[src/rtl/pgwr_pkg.sv]
package pgwr_pkg;
   typedef enum logic {
      FS_IDLE = 1'b0,
      FS_FILL = 1'b1
   } fill_state_t;
endpackage

[src/rtl/pgwr_page_buf.sv]
module pgwr_page_buf #(
   parameter int IDX_W  = 3,
   parameter int DATA_W = 8
) (
   input  logic              clk,
   input  logic              rst_n,
   input  logic              clr,
   input  logic              wr_en,
   input  logic [IDX_W-1:0]  wr_idx,
   input  logic [DATA_W-1:0] wr_data,
   input  logic [IDX_W-1:0]  rd_idx,
   output logic [DATA_W-1:0] rd_data,
   output logic              rd_valid,
   output logic              any_valid
);
   localparam int DEPTH = 1 << IDX_W;

   logic [DEPTH-1:0]  hit;
   logic [DEPTH-1:0]  valid_q;
   logic [DATA_W-1:0] data_q [DEPTH];

   // one decoded write select per entry
   for (genvar g = 0; g < DEPTH; g++) begin : g_hit
      assign hit[g] = wr_en && (wr_idx == IDX_W'(g));
   end

   always_ff @(posedge clk or negedge rst_n) begin
      if (!rst_n) begin
         valid_q <= '0;
         for (int i = 0; i < DEPTH; i++) data_q[i] <= '0;
      end else begin
         for (int i = 0; i < DEPTH; i++) begin
            if (clr)         valid_q[i] <= 1'b0;
            else if (hit[i]) valid_q[i] <= 1'b1;
            if (hit[i])      data_q[i]  <= wr_data;   // later byte replaces earlier one
         end
      end
   end

   assign rd_data   = data_q[rd_idx];
   assign rd_valid  = valid_q[rd_idx];
   assign any_valid = |valid_q;

   // a cleared buffer holds no valid entry in the following cycle
   p_clear_empties_r3: assert property (@(posedge clk) disable iff (!rst_n)
      clr |=> !any_valid);
endmodule

[src/rtl/pgwr_busy_timer.sv]
module pgwr_busy_timer #(
   parameter int CYCLES = 500000,
   localparam int CNT_W = (CYCLES > 1) ? $clog2(CYCLES) : 1
) (
   input  logic             clk,
   input  logic             rst_n,
   input  logic             kick,
   output logic             run,
   output logic [CNT_W-1:0] cnt,
   output logic             last
);
   assign last = run && (cnt == CNT_W'(CYCLES - 1));

   always_ff @(posedge clk or negedge rst_n) begin
      if (!rst_n) begin
         run <= 1'b0;
         cnt <= '0;
      end else if (!run) begin
         if (kick) begin
            run <= 1'b1;
            cnt <= '0;
         end
      end else if (last) begin
         run <= 1'b0;
      end else begin
         cnt <= cnt + CNT_W'(1);
      end
   end

   // the window cannot close before its final count
   p_window_len_r6: assert property (@(posedge clk) disable iff (!rst_n)
      (run && !last) |=> run);
endmodule

[src/rtl/pgwr_commit.sv]
module pgwr_commit
   import pgwr_pkg::*;
#(
   parameter int ADDR_W      = 8,
   parameter int IDX_W       = 3,
   parameter int DATA_W      = 8,
   parameter int BUSY_CYCLES = 500000
) (
   input  logic              clk,
   input  logic              rst_n,
   input  logic              addr_load,
   input  logic [ADDR_W-1:0] load_addr,
   input  logic              byte_valid,
   input  logic [DATA_W-1:0] byte_data,
   input  logic              bus_start,
   input  logic              bus_stop,
   input  logic              wp_in,
   output logic              busy,
   output logic              mem_we,
   output logic [ADDR_W-1:0] mem_addr,
   output logic [DATA_W-1:0] mem_wdata,
   output logic              done,
   output logic [ADDR_W-1:0] final_addr
);
   localparam int DEPTH  = 1 << IDX_W;
   localparam int PAGE_W = ADDR_W - IDX_W;
   localparam int CNT_W  = (BUSY_CYCLES > 1) ? $clog2(BUSY_CYCLES) : 1;

   initial begin
      assert (ADDR_W > IDX_W && IDX_W >= 1)
         else $error("pgwr_commit: ADDR_W must exceed IDX_W");
      assert (BUSY_CYCLES >= DEPTH)
         else $error("pgwr_commit: busy window shorter than page drain");
   end

   fill_state_t       state_q;
   logic [PAGE_W-1:0] page_q;
   logic [IDX_W-1:0]  idx_q;
   logic              done_q;

   logic              run, last, kick, buf_clr, buf_wr;
   logic [CNT_W-1:0]  cnt;
   logic [DATA_W-1:0] rd_data;
   logic              rd_valid, any_valid;
   logic [IDX_W-1:0]  drain_idx;
   logic              drain_win;

   // inputs count only while the timed window is idle
   assign buf_clr = !run && (state_q == FS_IDLE) && addr_load;
   assign buf_wr  = !run && (state_q == FS_FILL) && !bus_start && !bus_stop && byte_valid;
   assign kick    = !run && (state_q == FS_FILL) && !bus_start && bus_stop && any_valid;

   always_ff @(posedge clk or negedge rst_n) begin
      if (!rst_n) begin
         state_q <= FS_IDLE;
         page_q  <= '0;
         idx_q   <= '0;
         done_q  <= 1'b0;
      end else begin
         done_q <= last;
         if (!run) begin
            case (state_q)
               FS_IDLE: if (addr_load) begin
                  page_q  <= load_addr[ADDR_W-1:IDX_W];
                  idx_q   <= load_addr[IDX_W-1:0];
                  state_q <= FS_FILL;
               end
               FS_FILL: begin
                  if (bus_start || bus_stop) state_q <= FS_IDLE;
                  else if (byte_valid)       idx_q   <= idx_q + IDX_W'(1);
               end
               default: state_q <= FS_IDLE;
            endcase
         end
      end
   end

   pgwr_page_buf #(.IDX_W(IDX_W), .DATA_W(DATA_W)) u_buf (
      .clk       (clk),
      .rst_n     (rst_n),
      .clr       (buf_clr),
      .wr_en     (buf_wr),
      .wr_idx    (idx_q),
      .wr_data   (byte_data),
      .rd_idx    (drain_idx),
      .rd_data   (rd_data),
      .rd_valid  (rd_valid),
      .any_valid (any_valid)
   );

   pgwr_busy_timer #(.CYCLES(BUSY_CYCLES)) u_timer (
      .clk   (clk),
      .rst_n (rst_n),
      .kick  (kick),
      .run   (run),
      .cnt   (cnt),
      .last  (last)
   );

   // the first DEPTH cycles of the window replay the buffer in index order
   assign drain_idx  = cnt[IDX_W-1:0];
   assign drain_win  = run && (32'(cnt) < DEPTH);
   assign mem_we     = drain_win && rd_valid && !wp_in;
   assign mem_addr   = {page_q, drain_idx};
   assign mem_wdata  = rd_data;
   assign busy       = run;
   assign done       = done_q;
   assign final_addr = {page_q, idx_q};

   p_write_in_window_r7: assert property (@(posedge clk) disable iff (!rst_n)
      mem_we |-> busy);
   p_protect_blocks_r8: assert property (@(posedge clk) disable iff (!rst_n)
      wp_in |-> !mem_we);
   p_page_fixed_r1: assert property (@(posedge clk) disable iff (!rst_n)
      (state_q == FS_FILL) |=> (page_q == $past(page_q)));
   p_done_after_window_r10: assert property (@(posedge clk) disable iff (!rst_n)
      done |-> (!busy && $past(busy)));
   p_busy_freezes_addr_r9: assert property (@(posedge clk) disable iff (!rst_n)
      busy |=> (final_addr == $past(final_addr)));
endmodule

[config.mk]
export PLATFORM = sky130hd
export DESIGN_NAME = pgwr_commit
export DESIGN_NICKNAME = d
export VERILOG_FILES = /design/src/rtl/pgwr_pkg.sv /design/src/rtl/pgwr_page_buf.sv /design/src/rtl/pgwr_busy_timer.sv /design/src/rtl/pgwr_commit.sv
export SDC_FILE = /design/constraint.sdc
export NUM_CORES = 1
export LEC_CHECK = 0
export ABC_CLOCK_PERIOD_IN_PS = 2000
export BUFFER_PORTS_ARGS = -buffer_cell sky130_fd_sc_hd__buf_2
export CAP_MARGIN = 20
export CORE_MARGIN = 1.5
export CORE_UTILIZATION = 40
export DETAILED_ROUTE_END_ITERATION = 7
export PLACE_DENSITY = 0.71
export SYNTH_ARGS = -nofsm -noshare
export SYNTH_HDL_FRONTEND = slang
export SYNTH_SLANG_ARGS = --single-unit
export TNS_END_PERCENT = 50
[constraint.sdc]
create_clock -name clk -period 2 [get_ports clk]
set_clock_uncertainty 0.15 [all_clocks]
set_input_delay 0.4 -clock clk [delete_from_list [all_inputs] [get_ports clk]]
set_output_delay 0.4 -clock clk [all_outputs]
set_load 0.05 [all_outputs]
==> flow_summary.json, run 1 <==
{
  "cp_max_fo": 7,
  "clockRootBuffer": "clkbuf_16",
  "drive_gt1_share_pct": 52.6,
  "synth.largest_area_cell": "dfrtp_1",
  "placed_cell_area_um2": 5840,
  "clock-sinks": 102,
  "regToRegStartpoint": "u_timer.cnt[0]",
  "violations": "negative setup slack",
  "ys_warn_count": 0,
  "n_antenna_cell": 0,
  "cts_buffer_depth": 2,
  "fin_area_um2": 6430,
  "mostFrequentLayoutCell": "dfrtp_1",
  "slew_violations": 0,
  "fp.dieW_um": 115,
  "hold_class": "input port to flip-flop",
  "finish.net_count": 519,
  "power.share.clock_pct": 44.1,
  "combPwrFrac_pct": 4.6,
  "drt_iter0_markers": 183,
  "num_rows": 40,
  "grt_max_degree": 41,
  "drv_cap": 0,
  "dp_cells": 632,
  "async_flop_share_pct": 100,
  "ios": 50,
  "vdd_drop_max_mv": 0.883,
  "fmax_ghz": 0.404,
  "fin_util_pct": 52.9,
  "port_buffers": 49,
  "cts_htree_levels": 3,
  "layout_common_cells": "dfrtp_1, mux2_2, buf_4",
  "cellInternalPower_uw": 3130,
  "swShare_pct": 23.2,
  "critPathLaunch": "u_timer.cnt[0]",
  "initial_utilization_pct": 41.4,
  "crit_path_start_kind": "flip-flop",
  "cts_buffers": 9,
  "setup-tns-final_ps": -7850,
  "drc": 0,
  "design.die.area_um2": 13300,
  "p_leak_uw": 0.00324,
  "clk-insertion-delay-late_ps": 350,
  "place_congestion": 0.828,
  "sequentialPowerShare_pct": 51.3,
  "dr.pass1.iters": 4,
  "yosysTopAreaCellShare_pct": 50.7,
  "slew_headroom_pct": 74.5,
  "rrSetupSlack_ps": -280,
  "cp-end-kind": "output port",
  "synth_area_leaders": "dfrtp_1, mux2_2, mux4_2",
  "critPathArrivalTime_ps": 1920,
  "hold_start": "load_addr[6]",
  "layoutNonFillerInstCount": 662,
  "syn_area_um2": 5040,
  "setup_viol": 38,
  "dp_hpwl_um": 7780,
  "period_needed_ps": 2470,
  "tritoncts": "built",
  "synth_seq_cells": 102,
  "grt_overflow_total": 0,
  "areaGrowthSynthToFinish_pct": 27.7,
  "dp_slack_ps": -282,
  "totalWireLength_um": 11900,
  "wire_per_inst_um": 18.0,
  "via_per_inst": 5.45,
  "tightest_slew_ps": 382,
  "rsz0062_at_grt": "yes",
  "run_status": "complete, but fails checks",
  "core_area_um2": 12200,
  "syn-num-nets": 413,
  "grt_pass1_vias": 3848,
  "grt_pass1_wl_um": 19600,
  "p_per_area_nw_per_um2": 633,
  "synth_ff_type": "dfrtp_1",
  "worstPathRequired_ps": 1450,
  "path_clk_slew_ps": 70,
  "synth_seq_area_share_pct": 50.7,
  "die_h_um": 115,
  "hold_violations": 0,
  "ant_nets": 0,
  "ys_types": 55,
  "grt.total_usage_pct": 19.5,
  "synth.avg_cell_area_um2": 13.2,
  "path_class": "flip-flop to output port",
  "synth_cells": 383,
  "synth_edf_count": 0,
  "fin_crit_sh_pct": 124,
  "final.setup.worst_slack_ps": -474,
  "antenna_found_initial": 0,
  "netSwitchingPower_uw": 943,
  "dr_total_vias": 3610
}
[power by group through the flow]
stage,Clock (uW),Combinational (uW),Sequential [uW]
after floorplan,0,57.3,2150
after global placement,0,183,2130
after detailed placement,0,188,2130
after CTS,1840,190,2090
after global routing,1930,208,2090
final,1800,186,2090
[path summary, 6_finish.rpt]
| path | end | cells past startpoint |
|---|---|---|
| max in group asynchronous | u_buf.data_q[4] | 3 |
| hold reg to reg | u_buf.data_q[34] | 1 |
| min in group asynchronous | u_buf.valid_q[4] | 2 |
| hold / removal | page_q[3] | 2 |
| setup reg to reg | u_timer.cnt[7] | 8 |
| setup / recovery | mem_wdata[3] | 4 |
[stage by stage]
stage,hold slack (ps),total power (uW)
after floorplan,-45.6,2210
after global placement,198,2310
after detailed placement,202,2320
after CTS,133,4120
after global routing,130,4220
final,140,4070
[cell families after synthesis]
group	share of synthesized area [%]
flops	50.7
fa+ha+maj	1.74
mux	25.9
buf+inv	4.35
compound gates	6.01
simple gates	11.0
xor+xnor	0.348
[cell usage after synthesis (all sizes together) (7+ instances only)]
cell	n
o21ai	11
nand3	14
dfrtp	102
buf	20
mux4	18
and3	9
inv	12
nand2	21
nor3	10
mux2	77
nor2	11
a21oi	11
ha	7
[flip-flops by register name, indices dropped and copies added (netlist names)]
| signal | flops |
|---|---|
| u_timer.run | 1 |
| u_buf.valid_q | 8 |
| state_q | 1 |
| done | 1 |
| u_timer.cnt | 19 |
| idx_q | 3 |
| u_buf.data_q | 64 |
| page_q | 5 |
[per-layer routing]
metal  track usage (%)  part of all wire [%]  routed length [um]
met4              5.76                   1.8                 213
met5                 0                     0                   0
met3              4.27                   5.5                 655
met1              24.3                    42                4980
met2              34.1                    51                6080
[critical path: stages, from the launching register on]
cell and delay, ps:
dfrtp_2 450, buf_12 160, mux4_2 520, mux2_4 280, buf_6 150
[final cells by class]
type | count | area (um^2)
clock buffer | 10 | 229
clock inverter | 6 | 76.3
fill | 1020 | 5730
inverter | 12 | 50.0
multi-input combinational | 247 | 2390
sequential | 102 | 2560
tap | 168 | 210
timing repair buffer | 117 | 918
[timing repair]
item,4_1_cts,5_1_grt
endpoints found under the hold margin,23,0
setup buffers,7,3
cloned,3,0
pin swaps,4,5
gates resized for setup,33,13
hold buffers,1,0
setup endpoints to repair,25,54
Power figures use the tool's default switching activity.
==> inputs of run 2 (changes only) <==
- REMOVE_ABC_BUFFERS: default -> 1
==> run 2 against run 1 <==
Net effect:
- the run still ends with negative setup slack left
- core utilization is 1.9 points lower
- cell count is 3.8% lower
- register-to-register slack worse by 130 ps
- design area is 3.6% lower
- largest power group unchanged
==> flow_summary.json, run 2 (synthesized netlist as in run 1, its figures left out) <==
{
  "run_status": "complete, but fails checks",
  "violations": "negative setup slack",
  "critical_path_depth": 7,
  "cp-end-kind": "output port",
  "core_area_um2": 12200,
  "crit_path_start_kind": "flip-flop",
  "cts_buffer_depth": 2,
  "layout_common_cells": "dfrtp_1, mux2_2, buf_2",
  "antenna_found_initial": 0,
  "fillers": 1033,
  "worstPathRequired_ps": 1450,
  "fin_hold_ws_ps": 133,
  "grt_overflow_total": 0,
  "placed_cell_area_um2": 5690,
  "drt_iter0_markers": 238,
  "fp.dieW_um": 115,
  "finish.net_count": 494,
  "areaGrowthSynthToFinish_pct": 23.1,
  "dr_total_vias": 3462,
  "design.die.area_um2": 13300,
  "rrSetupSlack_ps": -410,
  "cts_htree_levels": 3,
  "place_congestion": 0.843,
  "critPathLaunch": "u_timer.cnt[0]",
  "clockRootBuffer": "clkbuf_16",
  "totalWireLength_um": 11100,
  "period_needed_ps": 2440,
  "rsz0062_at_grt": "yes",
  "drc": 0,
  "port_buffers": 49,
  "path_cells": "buf_12, buf_4, buf_4, mux4_2, mux2i_2, nor2_2, buf_6",
  "path_class": "flip-flop to output port",
  "clock-sinks": 102,
  "largestRegisters": "u_buf.data_q: 64 flops, u_timer.cnt: 19 flops, u_buf.valid_q: 8 flops",
  "drv_cap": 0,
  "r2r_end": "u_timer.cnt[14]",
  "dp_hpwl_um": 7510,
  "slew_headroom_pct": 66.3,
  "min_path_cells": 2,
  "holdPathEnd": "page_q[4]",
  "num_rows": 40,
  "critPathArrivalTime_ps": 1890,
  "dr.pass1.iters": 4,
  "regArea_um2": 2550,
  "setup_viol": 28,
  "regMostFlops": "u_buf.data_q",
  "largest_register_ffs": 64,
  "cpLargestDelayFamily": "buffers and inverters",
  "p_per_area_nw_per_um2": 664,
  "regToRegStartpoint": "u_timer.cnt[0]",
  "grt_pass1_vias": 3652,
  "multi_input_area_um2": 2340,
  "mostFrequentLayoutCell": "dfrtp_1",
  "grt_pass1_wl_um": 18400,
  "initial_utilization_pct": 41.4,
  "fin_area_um2": 6200,
  "grt.total_usage_pct": 18.2,
  "cp_max_fo": 12,
  "clk-insertion-delay-late_ps": 350,
  "tritoncts": "built",
  "n_antenna_cell": 0,
  "ios": 50,
  "p_leak_uw": 0.00308,
  "fin_crit_sh_pct": 122,
  "die_h_um": 115,
  "cp_slowest_stage_delay_ps": 420,
  "crit_path_top_delay_cell": "dfrtp_1",
  "hold_start": "load_addr[7]",
  "hold_class": "input port to flip-flop",
  "path_clk_slew_ps": 70,
  "grt_max_degree": 44,
  "hold_violations": 0,
  "cts_buffers": 9,
  "ant_nets": 0,
  "cpMostUsedCell": "buf_4",
  "wire_per_inst_um": 17.3,
  "final.setup.worst_slack_ps": -441,
  "crit_buf_inv": 4,
  "vdd_drop_max_mv": 0.823,
  "ff2ff_path_depth": 9,
  "tightest_slew_ps": 501,
  "drive_gt1_share_pct": 49.3,
  "fmax_ghz": 0.410,
  "via_per_inst": 5.43,
  "slew_violations": 0
}
run 2: cell count changes in the layout (fill, tap and decap cells not counted), sizes merged:
cell	previous run	this run
a21boi	2	1
buf	115	92
clkinv	1	2
inv	16	14
run 2: routing by layer:
metal | part of all wire [%] | wire, um | vias to the layer above | global-route usage [%]
met5 | 0 | 0 | - | 0
met4 | 2.1 | 228 | 0 | 6.26
met3 | 4.5 | 498 | 18 | 4.53
met2 | 52 | 5750 | 77 | 31.9
met1 | 41 | 4580 | 1789 | 22.1
li1 | - | - | 1578 | -
run 2: timing repair:
action / CTS / global route
gates cloned: 1 / 0
endpoints found under the setup margin: 25 / 29
buffers inserted: 3 / 0
hold buffers: 1 / 0
gates resized for setup: 37 / 7
hold endpoints to repair: 27 / 0
pin swaps: 7 / 2
run 2: power by group:
| part | switching [uW] | internal [uW] |
|---|---|---|
| combinational | 127 | 53.7 |
| clock | 795 | 1050 |
| sequential | 12.0 | 2080 |
run 2: area by class of cell:
cell class	instances	area share, %
Inverter	12	0.807
Sequential cell	102	41.2
Tap cell	168	3.39
Multi-Input combinational cell	246	37.8
Timing Repair Buffer	93	11.8
Clock inverter	5	1.03
Clock buffer	11	4.08
run 2: worst max path at each step:
| stage | end | slack (ps) |
|---|---|---|
| after detailed placement | mem_we | -230 |
| after floorplan | mem_we | -940 |
| after global placement | mem_we | -200 |
| after global routing | mem_wdata[6] | -520 |
| after CTS | mem_we | -480 |
| final | mem_we | -440 |
run 2: stage by stage:
stage          total power, uW  std cells  util (%)  setup WS, ps  TNS [ps]
2_1_floorplan             2200        359         -          -942    -34530
3_3_place_gp              2300        616      46.8          -203     -2580
3_5_place_dp              2310        616      46.8          -230     -3270
4_1_cts                   4160        637      50.8          -475     -9690
5_1_grt                   4250        637      51.0          -520    -11780
6_report                  4120        637      51.0          -441     -9430
==> inputs of run 3 (changes only) <==
--- a/config.mk
+++ b/config.mk
@@ -13,2 +13,3 @@
 export DETAILED_ROUTE_END_ITERATION = 7
+export HOLD_SLACK_MARGIN = 0.03
 export PLACE_DENSITY = 0.71
==> constraint.sdc (replaced) <==
create_clock -name clk -period 2 [get_ports clk]
set_clock_uncertainty 0.15 [all_clocks]
set_input_delay 0.1 -clock clk [delete_from_list [all_inputs] [get_ports clk]]
set_output_delay 0.1 -clock clk [all_outputs]
set_load 0.05 [all_outputs]
==> run 3 against run 2 <==
Net effect:
- the run still ends with negative setup slack left
- flip-flop and latch count unchanged
- clock-buffer cell count down 2
- fmax up 11%
- hold slack better by 11 ps
- register-to-register slack better by 350 ps
- combinational power up 15%
- critical path type unchanged
- largest cell class unchanged
==> flow_summary.json, run 3 (synthesized netlist as in run 1, its figures left out) <==
{
  "multi_input_area_um2": 2400,
  "fin_crit_sh_pct": 110,
  "rsz0062_at_grt": "yes",
  "run_status": "complete, but fails checks",
  "fmax_ghz": 0.456,
  "crit_path_start_kind": "flip-flop",
  "critPathArrivalTime_ps": 1940,
  "num_rows": 40,
  "drc": 0,
  "mostFrequentLayoutCell": "dfrtp_1",
  "fillers": 1031,
  "initial_utilization_pct": 41.4,
  "ant_nets": 0,
  "crit_path_top_delay_cell": "mux4_2",
  "p_per_area_nw_per_um2": 639,
  "finalPower_uw": 4140,
  "cts_htree_levels": 3,
  "placed_cell_area_um2": 5640,
  "netSwitchingPower_uw": 985,
  "n_antenna_cell": 0,
  "largestRegisters": "u_buf.data_q: 64 flops, u_timer.cnt: 19 flops, u_buf.valid_q: 8 flops",
  "path_class": "flip-flop to output port",
  "clockRootBuffer": "clkbuf_16",
  "worstPathRequired_ps": 1750,
  "slew_violations": 0,
  "final.setup.worst_slack_ps": -192,
  "cts_buffer_depth": 2,
  "violations": "negative setup slack",
  "drv_cap": 0,
  "grt.total_usage_pct": 19.1,
  "cts_buffers": 9,
  "dp_hpwl_um": 7150,
  "grt_max_degree": 55,
  "fp.dieW_um": 115,
  "vdd_drop_max_mv": 0.594,
  "areaGrowthSynthToFinish_pct": 28.7,
  "setup-tns-final_ps": -1880,
  "layout_common_cells": "dfrtp_1, mux2_2, buf_2",
  "drive_gt1_share_pct": 48.5,
  "die_h_um": 115,
  "grt_pass1_wl_um": 19300,
  "via_per_inst": 5.44,
  "sequentialPowerShare_pct": 50.4,
  "largest_register_ffs": 64,
  "period_needed_ps": 2190,
  "fin_hold_ws_ps": 144,
  "cp-end-kind": "output port",
  "ios": 50,
  "combPwrFrac_pct": 5.1,
  "power.share.clock_pct": 44.6,
  "drt_iter0_markers": 149,
  "regMostFlops": "u_buf.data_q",
  "antenna_found_initial": 0,
  "clock-sinks": 102,
  "grt_pass1_vias": 3721,
  "finish.net_count": 516,
  "tritoncts": "built",
  "totalWireLength_um": 11800,
  "hold_class": "input port to flip-flop",
  "regArea_um2": 2550,
  "dr.pass1.iters": 4,
  "path_cells": "buf_6, buf_12, mux4_2, mux2_4, buf_8",
  "setup_viol": 16,
  "tightest_slew_ps": 656,
  "min_path_cells": 4,
  "design.die.area_um2": 13300,
  "cellInternalPower_uw": 3160,
  "path_clk_slew_ps": 70,
  "port_buffers": 49,
  "p_leak_uw": 0.00320,
  "slew_headroom_pct": 56.1,
  "wire_per_inst_um": 18.0,
  "grt_overflow_total": 0,
  "clk-insertion-delay-late_ps": 350,
  "cp_max_fo": 8,
  "hold_violations": 0,
  "place_congestion": 0.807,
  "core_area_um2": 12200,
  "dr_total_vias": 3585,
  "ff2ff_path_depth": 7,
  "cp_slowest_stage_delay_ps": 490,
  "swShare_pct": 23.8,
  "fin_area_um2": 6480
}
## run 3: cell types whose count changed in the layout (fill, tap and decap cells not counted), sizes merged
cell / delta
dlygate4sd3: +20
clkbuf: -2
a21boi: +1
buf: +1
clkinv: +1
inv: +1
## run 3: power groups by stage
| stage | Sequential, uW | Combinational, uW | Clock [uW] |
|---|---|---|---|
| 2_1_floorplan | 2170 | 27.5 | 0 |
| 3_5_place_dp | 2130 | 178 | 0 |
| 4_1_cts | 2090 | 212 | 1880 |
| 3_3_place_gp | 2130 | 172 | 0 |
| 5_1_grt | 2090 | 229 | 1960 |
| 6_report | 2090 | 209 | 1840 |
## run 3: layout make-up
class                      instances  area share, %
tap                              168           3.24
timing repair buffer             114           14.7
clock buffer                       9           3.47
sequential                       102           39.4
multi-input combinational        247           37.1
inverter                          12          0.772
clock inverter                     7           1.41
## run 3: metal layers
metal | wire, um | GRT usage (%) | up-vias
met5 | 0 | 0 | -
met4 | 250 | 5.76 | 0
met3 | 509 | 4.69 | 20
met2 | 6040 | 32.1 | 93
met1 | 5030 | 24.6 | 1843
li1 | - | - | 1629
## run 3: final timing paths
path / startpoint / end / slack, ps
max: u_timer.cnt[0] / mem_wdata[5] / -190
min: addr_load / u_buf.valid_q[2] / 140
max reg2reg: u_timer.cnt[7] / u_timer.cnt[12] / -60
min reg2reg: u_buf.data_q[1] / u_buf.data_q[1] / 350
max in group asynchronous: rst_n / u_timer.cnt[0] / 500
min in group asynchronous: rst_n / done / 170
## run 3: worst max-delay path, delay by kind of cell (launching register included)
| family | cells | cell delay, ps |
|---|---|---|
| multiplexers | 2 | 780 |
| buffers and inverters | 3 | 430 |
| flip-flops | 1 | 370 |
## run 3: timing repair
item / CTS / global route
pin swaps: 4 / 11
gates resized for setup: 42 / 17
endpoints found under the hold margin: 176 / 0
endpoints found under the setup margin: 20 / 32
hold buffers: 21 / 0
setup buffers: 5 / 5
cloned: 2 / 2
## run 3: through the flow
stage                     utilization (%)  worst slack [ps]  cells
final                                53.3              -192    659
after global routing                 53.3              -258    659
after CTS                            52.9              -292    655
after detailed placement             46.4              -116    611
after global placement               46.4             -79.1    611
after floorplan                         -              -938    359
